--- config.mk ---
export PLATFORM = sky130hd
export DESIGN_NAME = scan2ph_ctrl
export DESIGN_NICKNAME = d
export VERILOG_FILES = /design/src/rtl/scan2ph_pkg.sv /design/src/rtl/scan2ph_tick.sv /design/src/rtl/scan2ph_capture.sv /design/src/rtl/scan2ph_pins.sv /design/src/rtl/scan2ph_ctrl.sv
export SDC_FILE = /design/constraint.sdc
export NUM_CORES = 1
export LEC_CHECK = 0
export BUFFER_PORTS_ARGS = -buffer_cell sky130_fd_sc_hd__buf_2
export CELL_PAD_IN_SITES_DETAIL_PLACEMENT = 1
export CELL_PAD_IN_SITES_GLOBAL_PLACEMENT = 1
export CORE_MARGIN = 2
export CORE_UTILIZATION = 51
export CTS_BUF_LIST = sky130_fd_sc_hd__clkbuf_8
export DETAILED_ROUTE_END_ITERATION = 10
export PLACE_DENSITY = 0.85
export SLEW_MARGIN = 10
export SYNTH_ARGS = -nofsm -noshare
export SYNTH_HDL_FRONTEND = slang
export SYNTH_SLANG_ARGS = --single-unit
--- constraint.sdc ---
create_clock -name clk -period 8 [get_ports clk]
set_input_delay 0.4 -clock clk [delete_from_list [all_inputs] [get_ports clk]]
set_output_delay 0.4 -clock clk [all_outputs]
set_load 0.02 [all_outputs]
--- src/rtl/scan2ph_pkg.sv ---
package scan2ph_pkg;

   typedef enum logic [2:0] {
      ST_IDLE,
      ST_RD_HI,
      ST_RD_LO,
      ST_SHIFT,
      ST_WR_HI,
      ST_WR_LO
   } ctl_st_e;

   typedef enum logic [2:0] {
      SG_LEAD,
      SG_FALL,
      SG_PHI1,
      SG_RISE,
      SG_TAIL
   } seg_e;

   typedef struct packed {
      logic phi1;
      logic phi2;
      logic rd;
      logic wr;
   } pins_t;

   localparam pins_t PINS_IDLE = '{phi1: 1'b0, phi2: 1'b1, rd: 1'b0, wr: 1'b0};

   function automatic pins_t pins_of(ctl_st_e st, seg_e sg);
      pins_t p;
      logic  sh;
      sh     = (st == ST_SHIFT);
      p.phi1 = sh && (sg == SG_PHI1);
      p.phi2 = !(sh && (sg == SG_FALL || sg == SG_PHI1 || sg == SG_RISE));
      p.rd   = (st == ST_RD_HI);
      p.wr   = (st == ST_WR_HI);
      return p;
   endfunction

endpackage

--- src/rtl/scan2ph_tick.sv ---
module scan2ph_tick #(
   parameter int W = 8
) (
   input  logic         clk,
   input  logic         rst_n,
   input  logic         load,
   input  logic [W-1:0] load_val,
   output logic         zero
);
   logic [W-1:0] cnt_q;

   always_ff @(posedge clk or negedge rst_n) begin
      if (!rst_n)              cnt_q <= '0;
      else if (load)           cnt_q <= load_val;
      else if (cnt_q != '0)    cnt_q <= cnt_q - W'(1);
   end

   assign zero = (cnt_q == '0);
endmodule

--- src/rtl/scan2ph_capture.sv ---
module scan2ph_capture #(
   parameter int MAX_LEN = 64,
   parameter int IDX_W   = 6
) (
   input  logic               clk,
   input  logic               rst_n,
   input  logic               load,
   input  logic [MAX_LEN-1:0] load_din,
   input  logic               cap_en,
   input  logic [IDX_W-1:0]   cap_idx,
   input  logic [IDX_W-1:0]   cur_idx,
   input  logic               shifting,
   input  logic               publish,
   input  logic               so,
   output logic               si,
   output logic [MAX_LEN-1:0] dout
);
   logic [MAX_LEN-1:0] din_q;
   logic [MAX_LEN-1:0] cap;
   logic [MAX_LEN-1:0] dout_q;
   logic               so_bit;

   assign so_bit = (so === 1'b1);

   always_ff @(posedge clk or negedge rst_n) begin
      if (!rst_n)    din_q <= '0;
      else if (load) din_q <= load_din;
   end

   for (genvar g = 0; g < MAX_LEN; g++) begin : g_cap
      logic hit;
      logic bit_q;
      assign hit = cap_en && (cap_idx == IDX_W'(g));
      always_ff @(posedge clk or negedge rst_n) begin
         if (!rst_n)    bit_q <= 1'b0;
         else if (load) bit_q <= hit ? so_bit : 1'b0;
         else if (hit)  bit_q <= so_bit;
      end
      assign cap[g] = bit_q;
   end

   always_ff @(posedge clk or negedge rst_n) begin
      if (!rst_n)       dout_q <= '0;
      else if (publish) dout_q <= cap;
   end

   assign si   = shifting ? din_q[cur_idx] : 1'b0;
   assign dout = dout_q;
endmodule

--- src/rtl/scan2ph_pins.sv ---
module scan2ph_pins
   import scan2ph_pkg::*;
#(
   parameter bit REG = 1'b1
) (
   input  logic    clk,
   input  logic    rst_n,
   input  ctl_st_e st_i,
   input  seg_e    sg_i,
   output logic    phi1,
   output logic    phi2,
   output logic    rd,
   output logic    wr
);
   pins_t p;
   assign p = pins_of(st_i, sg_i);

   if (REG) begin : g_reg
      pins_t q;
      always_ff @(posedge clk or negedge rst_n) begin
         if (!rst_n) q <= PINS_IDLE;
         else        q <= p;
      end
      assign phi1 = q.phi1;
      assign phi2 = q.phi2;
      assign rd   = q.rd;
      assign wr   = q.wr;
   end else begin : g_comb
      assign phi1 = p.phi1;
      assign phi2 = p.phi2;
      assign rd   = p.rd;
      assign wr   = p.wr;
   end
endmodule

--- src/rtl/scan2ph_ctrl.sv ---
module scan2ph_ctrl
   import scan2ph_pkg::*;
#(
   parameter int MAX_LEN  = 64,
   parameter int T_LEAD   = 9,
   parameter int T_GAP    = 1,
   parameter int T_PHI1   = 19,
   parameter int T_TAIL   = 10,
   parameter int T_STB_HI = 80,
   parameter int T_STB_LO = 40,
   parameter bit REG_PINS = 1'b1,
   localparam int LEN_W   = $clog2(MAX_LEN + 1)
) (
   input  logic               clk,
   input  logic               rst_n,
   input  logic               start,
   input  logic [LEN_W-1:0]   cmd_len,
   input  logic [MAX_LEN-1:0] cmd_din,
   input  logic               cmd_rd,
   input  logic               cmd_wr,
   output logic               busy,
   output logic               done,
   output logic [MAX_LEN-1:0] dout,
   output logic               scan_phi1,
   output logic               scan_phi2,
   output logic               scan_rd,
   output logic               scan_wr,
   output logic               scan_si,
   input  logic               scan_so
);
   localparam int IDX_W = (MAX_LEN > 1) ? $clog2(MAX_LEN) : 1;
   localparam int T_SUM = T_LEAD + 2 * T_GAP + T_PHI1 + T_TAIL + T_STB_HI + T_STB_LO;
   localparam int TK_W  = $clog2(T_SUM + 1);

   if (MAX_LEN < 1) begin : g_bad_len
      $error("MAX_LEN must be at least 1");
   end
   if (T_GAP < 1) begin : g_bad_gap
      $error("T_GAP must be at least 1 to keep the phases apart");
   end
   if (T_LEAD < 1 || T_PHI1 < 1 || T_TAIL < 1 || T_STB_HI < 1 || T_STB_LO < 1) begin : g_bad_seg
      $error("every timing segment needs at least one tick");
   end

   ctl_st_e          st_q, st_n;
   seg_e             sg_q, sg_n;
   logic [IDX_W-1:0] idx_q, idx_n;
   logic             wr_q, done_q;
   logic             tk_load, tk_zero;
   logic [TK_W-1:0]  tk_val;
   logic             cap_en, accept, finish, len_ok;

   assign len_ok = (cmd_len != '0) && (cmd_len <= LEN_W'(MAX_LEN));

   scan2ph_tick #(.W(TK_W)) u_tick (
      .clk     (clk),
      .rst_n   (rst_n),
      .load    (tk_load),
      .load_val(tk_val),
      .zero    (tk_zero)
   );

   always_comb begin
      st_n    = st_q;
      sg_n    = sg_q;
      idx_n   = idx_q;
      tk_load = 1'b0;
      tk_val  = '0;
      cap_en  = 1'b0;
      accept  = 1'b0;
      finish  = 1'b0;
      unique case (st_q)
         ST_IDLE: begin
            if (start && len_ok) begin
               accept = 1'b1;
               idx_n  = IDX_W'(cmd_len - LEN_W'(1));
               tk_load = 1'b1;
               if (cmd_rd) begin
                  st_n   = ST_RD_HI;
                  tk_val = TK_W'(T_STB_HI - 1);
               end else begin
                  st_n   = ST_SHIFT;
                  sg_n   = SG_LEAD;
                  tk_val = TK_W'(T_LEAD - 1);
                  cap_en = 1'b1;
               end
            end
         end
         ST_RD_HI: if (tk_zero) begin
            st_n    = ST_RD_LO;
            tk_load = 1'b1;
            tk_val  = TK_W'(T_STB_LO - 1);
         end
         ST_RD_LO: if (tk_zero) begin
            st_n    = ST_SHIFT;
            sg_n    = SG_LEAD;
            tk_load = 1'b1;
            tk_val  = TK_W'(T_LEAD - 1);
            cap_en  = 1'b1;
         end
         ST_SHIFT: if (tk_zero) begin
            tk_load = 1'b1;
            unique case (sg_q)
               SG_LEAD: begin sg_n = SG_FALL; tk_val = TK_W'(T_GAP - 1);  end
               SG_FALL: begin sg_n = SG_PHI1; tk_val = TK_W'(T_PHI1 - 1); end
               SG_PHI1: begin sg_n = SG_RISE; tk_val = TK_W'(T_GAP - 1);  end
               SG_RISE: begin sg_n = SG_TAIL; tk_val = TK_W'(T_TAIL - 1); end
               default: begin
                  sg_n = SG_LEAD;
                  if (idx_q != '0) begin
                     idx_n  = idx_q - IDX_W'(1);
                     tk_val = TK_W'(T_LEAD - 1);
                     cap_en = 1'b1;
                  end else if (wr_q) begin
                     st_n   = ST_WR_HI;
                     tk_val = TK_W'(T_STB_HI - 1);
                  end else begin
                     st_n    = ST_IDLE;
                     tk_load = 1'b0;
                     finish  = 1'b1;
                  end
               end
            endcase
         end
         ST_WR_HI: if (tk_zero) begin
            st_n    = ST_WR_LO;
            tk_load = 1'b1;
            tk_val  = TK_W'(T_STB_LO - 1);
         end
         ST_WR_LO: if (tk_zero) begin
            st_n   = ST_IDLE;
            finish = 1'b1;
         end
         default: st_n = ST_IDLE;
      endcase
   end

   always_ff @(posedge clk or negedge rst_n) begin
      if (!rst_n) begin
         st_q   <= ST_IDLE;
         sg_q   <= SG_LEAD;
         idx_q  <= '0;
         wr_q   <= 1'b0;
         done_q <= 1'b0;
      end else begin
         st_q   <= st_n;
         sg_q   <= sg_n;
         idx_q  <= idx_n;
         done_q <= finish;
         if (accept) wr_q <= cmd_wr;
      end
   end

   scan2ph_capture #(.MAX_LEN(MAX_LEN), .IDX_W(IDX_W)) u_cap (
      .clk     (clk),
      .rst_n   (rst_n),
      .load    (accept),
      .load_din(cmd_din),
      .cap_en  (cap_en),
      .cap_idx (idx_n),
      .cur_idx (idx_q),
      .shifting(st_q == ST_SHIFT),
      .publish (finish),
      .so      (scan_so),
      .si      (scan_si),
      .dout    (dout)
   );

   if (REG_PINS) begin : g_pins_reg
      scan2ph_pins #(.REG(1'b1)) u_pins (
         .clk(clk), .rst_n(rst_n), .st_i(st_n), .sg_i(sg_n),
         .phi1(scan_phi1), .phi2(scan_phi2), .rd(scan_rd), .wr(scan_wr)
      );
   end else begin : g_pins_comb
      scan2ph_pins #(.REG(1'b0)) u_pins (
         .clk(clk), .rst_n(rst_n), .st_i(st_q), .sg_i(sg_q),
         .phi1(scan_phi1), .phi2(scan_phi2), .rd(scan_rd), .wr(scan_wr)
      );
   end

   assign busy = (st_q != ST_IDLE);
   assign done = done_q;

   assert_phase_excl_R3: assert property (@(posedge clk) disable iff (!rst_n)
      !(scan_phi1 && scan_phi2));
   assert_phi1_gap_R3: assert property (@(posedge clk) disable iff (!rst_n)
      $rose(scan_phi1) |-> !$past(scan_phi2));
   assert_phi2_gap_R3: assert property (@(posedge clk) disable iff (!rst_n)
      $rose(scan_phi2) |-> !$past(scan_phi1));
   assert_accept_R2: assert property (@(posedge clk) disable iff (!rst_n)
      $rose(busy) |-> $past(start));
   assert_strobe_quiet_R4: assert property (@(posedge clk) disable iff (!rst_n)
      (scan_rd || scan_wr) |-> (scan_phi2 && !scan_phi1 && !(scan_rd && scan_wr)));
   assert_si_idle_R5: assert property (@(posedge clk) disable iff (!rst_n)
      !busy |-> !scan_si);
   assert_done_pulse_R8: assert property (@(posedge clk) disable iff (!rst_n)
      done |=> !done);
   assert_done_idle_R8: assert property (@(posedge clk) disable iff (!rst_n)
      done |-> !busy);
   assert_dout_hold_R9: assert property (@(posedge clk) disable iff (!rst_n)
      !done |-> $stable(dout));
endmodule

==> impl_metrics.json <==
{
  "setup_violations": 0,
  "synth_edf_count": 0,
  "place_hpwl_mm": 17.7,
  "syn_avg_cell_area_sq_um": 11.1,
  "design.core.area_sq_um": 20200,
  "r2r-start": "st_q[0]$_DFF_PN0_",
  "skew_ps": 18.0,
  "synth_cell_type_count": 71,
  "dieArea_sq_um": 21700,
  "clockBufferDepth": 3,
  "yosysSeqAreaShare_pct": 52.1,
  "hold_slack_ps": -17.1,
  "min_period_over_period_pct": 54.5,
  "synth_seq_cells": 218,
  "clkTransAtPathRegs_ps": 60,
  "end_kind": "flip-flop",
  "nFillCells": 2202,
  "yosys_warnings": 0,
  "synth_cells": 947,
  "wire_per_inst_um": 20.4,
  "netlist_area_sq_um": 10500,
  "cts_root_buf": "clkbuf_8",
  "port_buffers": 147,
  "die_h_um": 147,
  "drtIter0Drc": 555,
  "die_x_um": 147,
  "arrival_ps": 4790,
  "grt_overflow_total": 0,
  "antenna_found_initial": 0,
  "ioPinCount": 148,
  "tns_ps": 0,
  "cp_data_required_time_ps": 8430,
  "first_global_vias": 8713,
  "rrSetupSlack_ps": 3640,
  "drt_first_pass_iters": 4,
  "start_util_pct": 51.9,
  "rr_worst_depth": 8,
  "final_cell_mix": "nand2_1, dfrtp_1, buf_2",
  "setup.worst_path.start_class": "flip-flop",
  "p_per_area_nw_per_um2": 183,
  "multi_input_area_sq_um": 4700,
  "status": "finished with violations",
  "postRouteAntennaNets": 0,
  "clkLatencyLatePin_ps": 540,
  "finalNonFillerCells": 1375,
  "dp.cells": 1307,
  "drv_slew": 0,
  "gp_congestion": 0.801,
  "grt_max_degree": 144,
  "path_cells": "nor3_1 > o311a_1 > nand2_4 > buf_4 > nand3_1 > nand3_2 > nor4_1 > mux2i_1",
  "cp_max_fo": 74,
  "diodes": 0,
  "rsz0062_at_grt": "no",
  "vias_per_cell": 5.77,
  "hp-class": "input pin to asynchronous set/reset pin",
  "critPathSlowestCell": "nor3_1",
  "drt-met1-wl_mm": 12.2,
  "area_growth_pct": 15.8,
  "cts.sinks": 218,
  "vias": 7931,
  "max-slew-margin-rel_pct": 25.7,
  "cap_violations": 0,
  "layout.nets": 1159,
  "peakVddDrop_mv": 0.142,
  "slowest_delay_ps": 620,
  "wl_met3_mm": 1.13,
  "seqCellArea_sq_um": 5460,
  "clock.fmax_ghz": 0.229,
  "wl_mm": 28.0,
  "drive_gt1_share_pct": 31.7,
  "finalHoldViolCount": 8,
  "grt_pass1_wl_mm": 46.4,
  "cts_resized": 0,
  "final_common_cell": "nand2_1",
  "numCtsBuffers": 38,
  "top_layer": "met4",
  "cts_tree": "built",
  "min_period_ps": 4360,
  "syn_nets": 1029,
  "violations": "hold timing",
  "grtUsageTotal_pct": 26.5,
  "synth_top_flop_cell": "dfrtp_1",
  "cts_setup_buffers": 0,
  "postCtsHoldBufs": 0,
  "num_rows": 52,
  "async_reset_ff_share_pct": 100,
  "worst_slew_pin_slew_ps": 1110,
  "worstSetupPathType": "flip-flop to flip-flop",
  "htree_num_levels": 2,
  "p_leak_uw": 0.00627,
  "met2_length_mm": 14.1,
  "drcViolationCount": 0,
  "reg2reg_to": "u_cap.g_cap[18].bit_q$_DFFE_PN0P_"
}
[power breakdown]
part / switching [uW] / leakage, uW / internal [uW]
clock network: 471 / 0.000457 / 587
registers: 0.192 / 0.00298 / 1100
logic: 38.5 / 0.00283 / 17.2
[registers in the layout, indices dropped and copies added (netlist names)]
signal                  count
done                        1
g_pins_reg.u_pins.phi1      1
g_pins_reg.u_pins.phi2      1
g_pins_reg.u_pins.rd        1
g_pins_reg.u_pins.wr        1
idx_q                       6
sg_q                        3
st_q                        3
u_cap.din_q                64
u_cap.dout                 64
u_cap.g_cap.bit_q          64
u_tick.cnt_q                8
wr_q                        1
[synth_stat cells, drive strengths merged (9+ instances only)]
master,n,area (sq um)
buf,17,98.9
a21oi,14,73.8
and3,9,56.3
nand3,14,92.6
nand2,280,1050
nor3,10,61.3
mux2,65,736
dfrtp,217,5430
inv,16,60.1
mux2i,71,714
nor2,17,63.8
nand4,38,244
nor4,35,394
o21ai,9,45.0
clkbuf,45,169
mux4,21,473
[routing by layer]
metal,vias up,track usage [%]
li1,3577,-
met1,4088,35.6
met2,209,45.3
met3,57,4.07
met4,0,7.31
met5,-,0
[area by class of cell]
class | count | share of cell area (%)
Timing Repair Buffer | 152 | 6.46
Clock inverter | 22 | 1.24
Inverter | 16 | 0.496
Tap cell | 270 | 2.79
Sequential cell | 218 | 45.0
Clock buffer | 46 | 5.22
Multi-Input combinational cell | 651 | 38.8
[logic make-up (layout without fill, tap and decap cells)]
logic type | Yosys count | in the layout | share of synthesized area [%]
AOI/OAI and AO/OA | 58 | 58 | 4.95
xor gates and xnor gates | 7 | 7 | 0.586
adders and majority gates | 5 | 5 | 0.598
buffers and inverters | 78 | 236 | 3.13
DFF | 218 | 218 | 52.1
muxes | 157 | 157 | 18.4
and+or+nand+nor | 424 | 424 | 20.3
[per-stage QoR]
| stage | total power [uW] | instance area [sq um] | utilization (%) | worst slack (ps) |
|---|---|---|---|---|
| after global placement | 1180 | 11300 | 56.2 | 3730 |
| after floorplan | 1130 | 10500 | - | 5090 |
| final | 2220 | 12100 | 60.1 | 3640 |
| after global routing | 2290 | 12100 | 60.1 | 3270 |
| after CTS | 2240 | 12100 | 60.1 | 3730 |
| after detailed placement | 1180 | 11300 | 56.2 | 3600 |
[worst max-delay path by stage]
| stage | from | endpoint | slack, ps | cells past startpoint |
|---|---|---|---|---|
| after global placement | cmd_len[2] | u_cap.g_cap[57].bit_q$_DFFE_PN0P_ | 3730 | 9 |
| after floorplan | idx_q[0]$_DFF_PN0_ | u_cap.g_cap[20].bit_q$_DFFE_PN0P_ | 5090 | 10 |
| after CTS | st_q[0]$_DFF_PN0_ | u_cap.g_cap[18].bit_q$_DFFE_PN0P_ | 3730 | 8 |
| after global routing | st_q[0]$_DFF_PN0_ | u_cap.g_cap[18].bit_q$_DFFE_PN0P_ | 3270 | 8 |
| after detailed placement | cmd_len[2] | u_cap.g_cap[41].bit_q$_DFFE_PN0P_ | 3600 | 9 |
| final | st_q[0]$_DFF_PN0_ | u_cap.g_cap[18].bit_q$_DFFE_PN0P_ | 3640 | 8 |
[worst max-delay path: cells and delay by family, from the launching register on]
kind	cells	cell delay, ps
AO/OA/AOI/OAI	1	400
buffers and inverters	1	560
flip-flops	1	530
multiplexers	1	280
AND/OR/NAND/NOR	5	2420
Note: power is estimated with default switching activity, not from simulation.
